**config.mk**
```make
export PLATFORM = sky130hd
export DESIGN_NAME = dmem_router
export DESIGN_NICKNAME = d
export VERILOG_FILES = /design/src/rtl/dmem_router_pkg.sv /design/src/rtl/dmem_route_decode.sv /design/src/rtl/dmem_lane_pack.sv /design/src/rtl/dmem_rsp_reg.sv /design/src/rtl/dmem_router.sv
export SDC_FILE = /design/constraint.sdc
export NUM_CORES = 1
export LEC_CHECK = 0
export BUFFER_PORTS_ARGS = -buffer_cell sky130_fd_sc_hd__buf_4
export CORE_UTILIZATION = 35
export CTS_BUF_LIST = sky130_fd_sc_hd__clkbuf_16
export CTS_CLUSTER_DIAMETER = 200
export CTS_CLUSTER_SIZE = 30
export DETAILED_ROUTE_END_ITERATION = 8
export PLACE_DENSITY = 0.82
export REMOVE_ABC_BUFFERS = 1
export SLEW_MARGIN = 20
export SYNTH_ARGS = -nofsm -noshare
export SYNTH_HDL_FRONTEND = slang
export SYNTH_SLANG_ARGS = --single-unit
export TNS_END_PERCENT = 30
```
**constraint.sdc**
```tcl
create_clock -name clk -period 1.9 [get_ports clk]
set_input_delay 0 -clock clk [delete_from_list [all_inputs] [get_ports clk]]
set_output_delay 0 -clock clk [all_outputs]
set_load 0.05 [all_outputs]
```
**src/rtl/dmem_router_pkg.sv**
```systemverilog
package dmem_router_pkg;
  typedef enum logic [1:0] {
    MODE_DIRECT   = 2'd0,
    MODE_INDIRECT = 2'd1,
    MODE_EXTERNAL = 2'd2,
    MODE_EXT_ALT  = 2'd3
  } mode_e;

  typedef enum logic [1:0] {
    TGT_IRAM = 2'd0,
    TGT_SFR  = 2'd1,
    TGT_XMEM = 2'd2
  } tgt_e;

  localparam int NUM_TGT = 3;
endpackage

```
**src/rtl/dmem_route_decode.sv**
```systemverilog
module dmem_route_decode
  import dmem_router_pkg::*;
#(
  parameter int ADDR_W     = 16,
  parameter int DS_W       = 8,
  parameter int DIRECT_W   = 11,
  parameter int IRAM_BYTES = 2048
) (
  input  logic                req_valid,
  input  mode_e               mode,
  input  logic [ADDR_W-1:0]   addr,
  input  logic                word,
  input  logic [DS_W-1:0]     ds,
  output tgt_e                tgt,
  output logic [ADDR_W-1:0]   eff_addr,
  output logic [NUM_TGT-1:0]  sel
);
  localparam int SFR_BIT = DIRECT_W - 1;

  logic [ADDR_W-1:0] base;
  logic              in_iram;

  always_comb begin
    base = addr;
    if (mode == MODE_DIRECT) begin
      base = '0;
      base[DIRECT_W-1:0] = addr[DIRECT_W-1:0];
    end
    eff_addr = word ? {base[ADDR_W-1:1], 1'b0} : base;
    in_iram  = (ds == '0) && ({1'b0, base} < (ADDR_W+1)'(IRAM_BYTES));
    case (mode)
      MODE_DIRECT:   tgt = base[SFR_BIT] ? TGT_SFR : (in_iram ? TGT_IRAM : TGT_XMEM);
      MODE_INDIRECT: tgt = in_iram ? TGT_IRAM : TGT_XMEM;
      default:       tgt = TGT_XMEM;
    endcase
    sel = '0;
    if (req_valid) sel[tgt] = 1'b1;
  end
endmodule

```
**src/rtl/dmem_lane_pack.sv**
```systemverilog
module dmem_lane_pack (
  input  logic        word,
  input  logic        addr0,
  input  logic [15:0] wdata_in,
  output logic [1:0]  be,
  output logic [15:0] wdata_out
);
  always_comb begin
    if (word) begin
      be        = 2'b11;
      wdata_out = wdata_in;
    end else begin
      be        = addr0 ? 2'b10 : 2'b01;
      wdata_out = {wdata_in[7:0], wdata_in[7:0]};
    end
  end
endmodule

```
**src/rtl/dmem_rsp_reg.sv**
```systemverilog
module dmem_rsp_reg
  import dmem_router_pkg::*;
(
  input  logic        clk,
  input  logic        rst_n,
  input  logic        capture,
  input  tgt_e        tgt,
  input  logic        word,
  input  logic        addr0,
  input  logic [15:0] iram_rdata,
  input  logic [15:0] sfr_rdata,
  input  logic [15:0] xmem_rdata,
  output logic        rsp_valid,
  output logic [15:0] rsp_rdata
);
  logic [15:0] raw;
  logic [15:0] shaped;

  always_comb begin
    case (tgt)
      TGT_IRAM: raw = iram_rdata;
      TGT_SFR:  raw = sfr_rdata;
      default:  raw = xmem_rdata;
    endcase
    shaped = word ? raw : {8'h00, (addr0 ? raw[15:8] : raw[7:0])};
  end

  always_ff @(posedge clk or negedge rst_n) begin
    if (!rst_n) begin
      rsp_valid <= 1'b0;
      rsp_rdata <= '0;
    end else begin
      rsp_valid <= capture;
      if (capture) rsp_rdata <= shaped;
    end
  end

  assert_rsp_follows_read_R10: assert property (@(posedge clk) disable iff (!rst_n)
    capture |=> rsp_valid);
  assert_rsp_only_after_read_R10: assert property (@(posedge clk) disable iff (!rst_n)
    !capture |=> !rsp_valid);
endmodule

```
**src/rtl/dmem_router.sv**
```systemverilog
module dmem_router
  import dmem_router_pkg::*;
#(
  parameter int ADDR_W     = 16,
  parameter int DS_W       = 8,
  parameter int DIRECT_W   = 11,
  parameter int IRAM_BYTES = 2048
) (
  input  logic              clk,
  input  logic              rst_n,
  input  logic              req_valid,
  output logic              req_ready,
  input  logic [ADDR_W-1:0] req_addr,
  input  logic              req_word,
  input  logic              req_write,
  input  logic [15:0]       req_wdata,
  input  logic [1:0]        req_mode,
  input  logic [DS_W-1:0]   ds_value,
  output logic [ADDR_W-1:0] mem_addr,
  output logic [15:0]       mem_wdata,
  output logic              iram_sel,
  output logic              iram_we,
  output logic [1:0]        iram_be,
  input  logic [15:0]       iram_rdata,
  output logic              sfr_sel,
  output logic              sfr_we,
  output logic [1:0]        sfr_be,
  input  logic [15:0]       sfr_rdata,
  output logic              xmem_sel,
  output logic              xmem_we,
  output logic [1:0]        xmem_be,
  input  logic [15:0]       xmem_rdata,
  output logic              rsp_valid,
  output logic [15:0]       rsp_rdata
);
  localparam int SFR_BIT = DIRECT_W - 1;

  tgt_e               tgt;
  logic [NUM_TGT-1:0] sel;
  logic [1:0]         be;
  logic               wr;

  assign req_ready = 1'b1;

  dmem_route_decode #(
    .ADDR_W(ADDR_W), .DS_W(DS_W), .DIRECT_W(DIRECT_W), .IRAM_BYTES(IRAM_BYTES)
  ) u_decode (
    .req_valid (req_valid),
    .mode      (mode_e'(req_mode)),
    .addr      (req_addr),
    .word      (req_word),
    .ds        (ds_value),
    .tgt       (tgt),
    .eff_addr  (mem_addr),
    .sel       (sel)
  );

  dmem_lane_pack u_lanes (
    .word      (req_word),
    .addr0     (req_addr[0]),
    .wdata_in  (req_wdata),
    .be        (be),
    .wdata_out (mem_wdata)
  );

  assign wr       = req_valid & req_write;
  assign iram_sel = sel[TGT_IRAM];
  assign sfr_sel  = sel[TGT_SFR];
  assign xmem_sel = sel[TGT_XMEM];
  assign iram_we  = iram_sel & wr;
  assign sfr_we   = sfr_sel & wr;
  assign xmem_we  = xmem_sel & wr;
  assign iram_be  = iram_sel ? be : 2'b00;
  assign sfr_be   = sfr_sel ? be : 2'b00;
  assign xmem_be  = xmem_sel ? be : 2'b00;

  dmem_rsp_reg u_rsp (
    .clk        (clk),
    .rst_n      (rst_n),
    .capture    (req_valid & ~req_write),
    .tgt        (tgt),
    .word       (req_word),
    .addr0      (req_addr[0]),
    .iram_rdata (iram_rdata),
    .sfr_rdata  (sfr_rdata),
    .xmem_rdata (xmem_rdata),
    .rsp_valid  (rsp_valid),
    .rsp_rdata  (rsp_rdata)
  );

  assert_one_target_R9: assert property (@(posedge clk) disable iff (!rst_n)
    req_valid |-> $onehot({iram_sel, sfr_sel, xmem_sel}));
  assert_idle_no_select_R9: assert property (@(posedge clk) disable iff (!rst_n)
    !req_valid |-> ({iram_sel, sfr_sel, xmem_sel} == 3'b000));
  assert_sfr_window_R1: assert property (@(posedge clk) disable iff (!rst_n)
    (req_valid && req_mode == 2'b00 && req_addr[SFR_BIT]) |-> sfr_sel);
  assert_forced_external_R4: assert property (@(posedge clk) disable iff (!rst_n)
    (req_valid && req_mode[1]) |-> xmem_sel);
  assert_word_even_R6: assert property (@(posedge clk) disable iff (!rst_n)
    (req_valid && req_word) |-> !mem_addr[0]);
  assert_indirect_no_sfr_R3: assert property (@(posedge clk) disable iff (!rst_n)
    (req_valid && req_mode == 2'b01) |-> !sfr_sel);
endmodule

```
==> reports/metrics.yaml <==
status: "finished, final reports clean"
synthMuxAreaShare_pct: 6.27
hold_class: "in -> out"
irDropWorstVdd_v: 0.000292
path_max_fanout: 18
rsz0062_at_grt: "false"
period_minus_slack_ns: 1.72
hpwl_um: 4200
grt_usage_pct: 22.2
ctsResizeCount: 0
ys_types: 27
io_pins: 157
placed_area_um2: 2390
drc: 0
cts-buffers-inserted: 3
dieWidth_um: 66.1
synth_warnings: 0
cp.required_ns: 1.90
globalRouteOverflowTotal: 0
wl_um: 4900
async_flop_share_pct: 100
worst_skew_pair.late_latency_ns: 0.25
postSynthCellCount: 176
cts_buffer_depth: 2
synthXorXnorAreaFrac_pct: 0
wire_per_inst_um: 14.2
dp_cells: 339
dr.pass1.iters: 4
worst_ep_arrival_time_ns: 1.72
synth-edff-count: 0
syn2layout_area_growth_pct: 72.9
fin_crit_sh_pct: 90.3
synthAdderAreaFrac_pct: 0
grt_pass1_wl_um: 7400
die_y_um: 66.1
drt_first_iter_violations: 56
synthSimpleGateAreaFrac_pct: 24.6
grt_antenna_before_repair: 0
via_count: 1721
dieArea_um2: 4360
cts_setup_buffers: 0
synth_compound_area_share_pct: 25.7
drv_cap: 0
grt_pass1_vias: 1656
diodes: 0
fmax_mhz: 583
syn-cell-area_um2: 1440
fin_nets: 392
fin_cells: 344
synth-seq-cells: 17
finish.utilization_pct: 65.4
drive_gt1_share_pct: 53.4
drv_slew: 0
syn_avg_cell_area_um2: 8.16
crit_path_start_kind: "input port"
setup-violations-final: 0
yosysSeqAreaShare_pct: 29.6
cts_num_sinks: 17
critical_path_class: "in -> out"
power.leakage_uw: 0.00130
ctsHoldBuffers: 1
worstSetupEndpointType: "output port"
final_antenna_net_count: 0
p_per_area_nw_per_um2: 652
coreArea_um2: 3800
grt_max_degree: 19
fin_area_um2: 2480
fin_skew_ns: 0
synth_top_family_by_area: "compound AO/OA/AOI/OAI gates"
cts_tree: "yes"
synth_flop_cell: "dfrtp_1"
rows: 22
io_buffers: 137
cts-root-buf: "clkbuf_16"
hold_viol: 0
start_util_pct: 37.8
gp_congestion: 0.909
htreeDepth: 1
vias_per_cell: 5.00
[routing by layer]
metal / routed length [um] / GRT usage [%] / up-vias
met2: 2460 / 37.1 / 83
met3: 352 / 4.14 / 9
met4: 101 / 8.78 / 0
met1: 1990 / 27.9 / 775
li1: - / - / 854
met5: 0 / 0 / -
[worst max-delay path, cell delays in order]
cell	delay [ns]
buf_4	0.11
or4_4	0.54
o21a_4	0.22
nor3_4	0.21
buf_12	0.17
nand2_1	0.09
nor2_1	0.15
buf_4	0.22
[synthesized netlist by cell type, types with 4 or more instances]
library cell  number  area [um^2]
inv_1              4         15.0
and2_1             8         50.1
mux2_2             8         90.1
buf_4             19          143
clkbuf_1           6         22.5
nor2_1            16         60.1
a221oi_1          16          140
nand2_1           22         82.6
a21o_1             8         60.1
a211oi_1           8         60.1
and3_1             4         25.0
dfrtp_1           17          425
o21ai_0            9         45.0
nor2b_1            5         31.3
a21oi_1            8         40.0
nand2b_1           5         31.3
[path summary, 6_finish.rpt]
path	from	cells past startpoint	slack, ns	to
worst min register to register	u_rsp.rsp_rdata[11]$_DFFE_PN0P_	2	0.48	u_rsp.rsp_rdata[11]$_DFFE_PN0P_
worst max-delay path	req_addr[12]	8	0.18	iram_be[1]
worst min-delay path	req_addr[1]	0	0.0004	mem_addr[1]
min in group asynchronous	rst_n	2	0.15	u_rsp.rsp_rdata[10]$_DFFE_PN0P_
max in group asynchronous	rst_n	2	1.58	u_rsp.rsp_rdata[7]$_DFFE_PN0P_
worst max register to register	u_rsp.rsp_rdata[6]$_DFFE_PN0P_	2	1.17	u_rsp.rsp_rdata[6]$_DFFE_PN0P_
[sequential cells by signal (all words and copies together), names as in the netlist]
| register | count |
|---|---|
| u_rsp.rsp_rdata | 16 |
| u_rsp.rsp_valid | 1 |
[layout make-up]
type | instances | area [um^2]
clock buffers | 3 | 75.1
fillers | 331 | 1320
multi-input cells | 128 | 816
inverters | 4 | 15.0
well taps | 48 | 60.1
repair buffers | 143 | 1090
flip-flops and latches | 17 | 425
clock inverters | 1 | 3.75
[logic make-up after synthesis]
logic type	count (synthesis)
simple gates	68
compound gates	51
buf+inv	31
flops	17
mux	8
other cells	1
[metrics by stage]
stage / hold slack, ns / setup slack (ns) / TNS (ns) / power [uW]
after floorplan: -0.296 / -0.113 / -0.227 / 849
after global placement: -0.134 / 0.185 / 0 / 1210
after detailed placement: -0.132 / 0.120 / 0 / 1220
after CTS: 0.000576 / 0.186 / 0 / 1630
after global routing: 0.000326 / 0.107 / 0 / 1690
final: 0.000361 / 0.185 / 0 / 1620
[power by group]
group	switching, uW	internal, uW	total (uW)	leakage [uW]
registers	27.5	410	438	0.000206
clock network	130	279	409	0.0000423
logic	475	297	772	0.00105
total	632	986	1620	0.00130
[cell usage in the layout (no fill, tap or decap), types with 2 or more instances in the layout]
master / n
buf_4: 141
nand2_1: 22
dfrtp_1: 17
nor2_1: 16
a221oi_1: 16
o21ai_0: 9
mux2_2: 8
and2_1: 8
a21oi_1: 8
a21o_1: 8
a211oi_1: 8
nor2b_1: 5
nand2b_1: 5
inv_1: 5
and3_1: 4
clkbuf_16: 3
nor4_1: 2
and3b_1: 2
(Power assumes the default switching activity.)
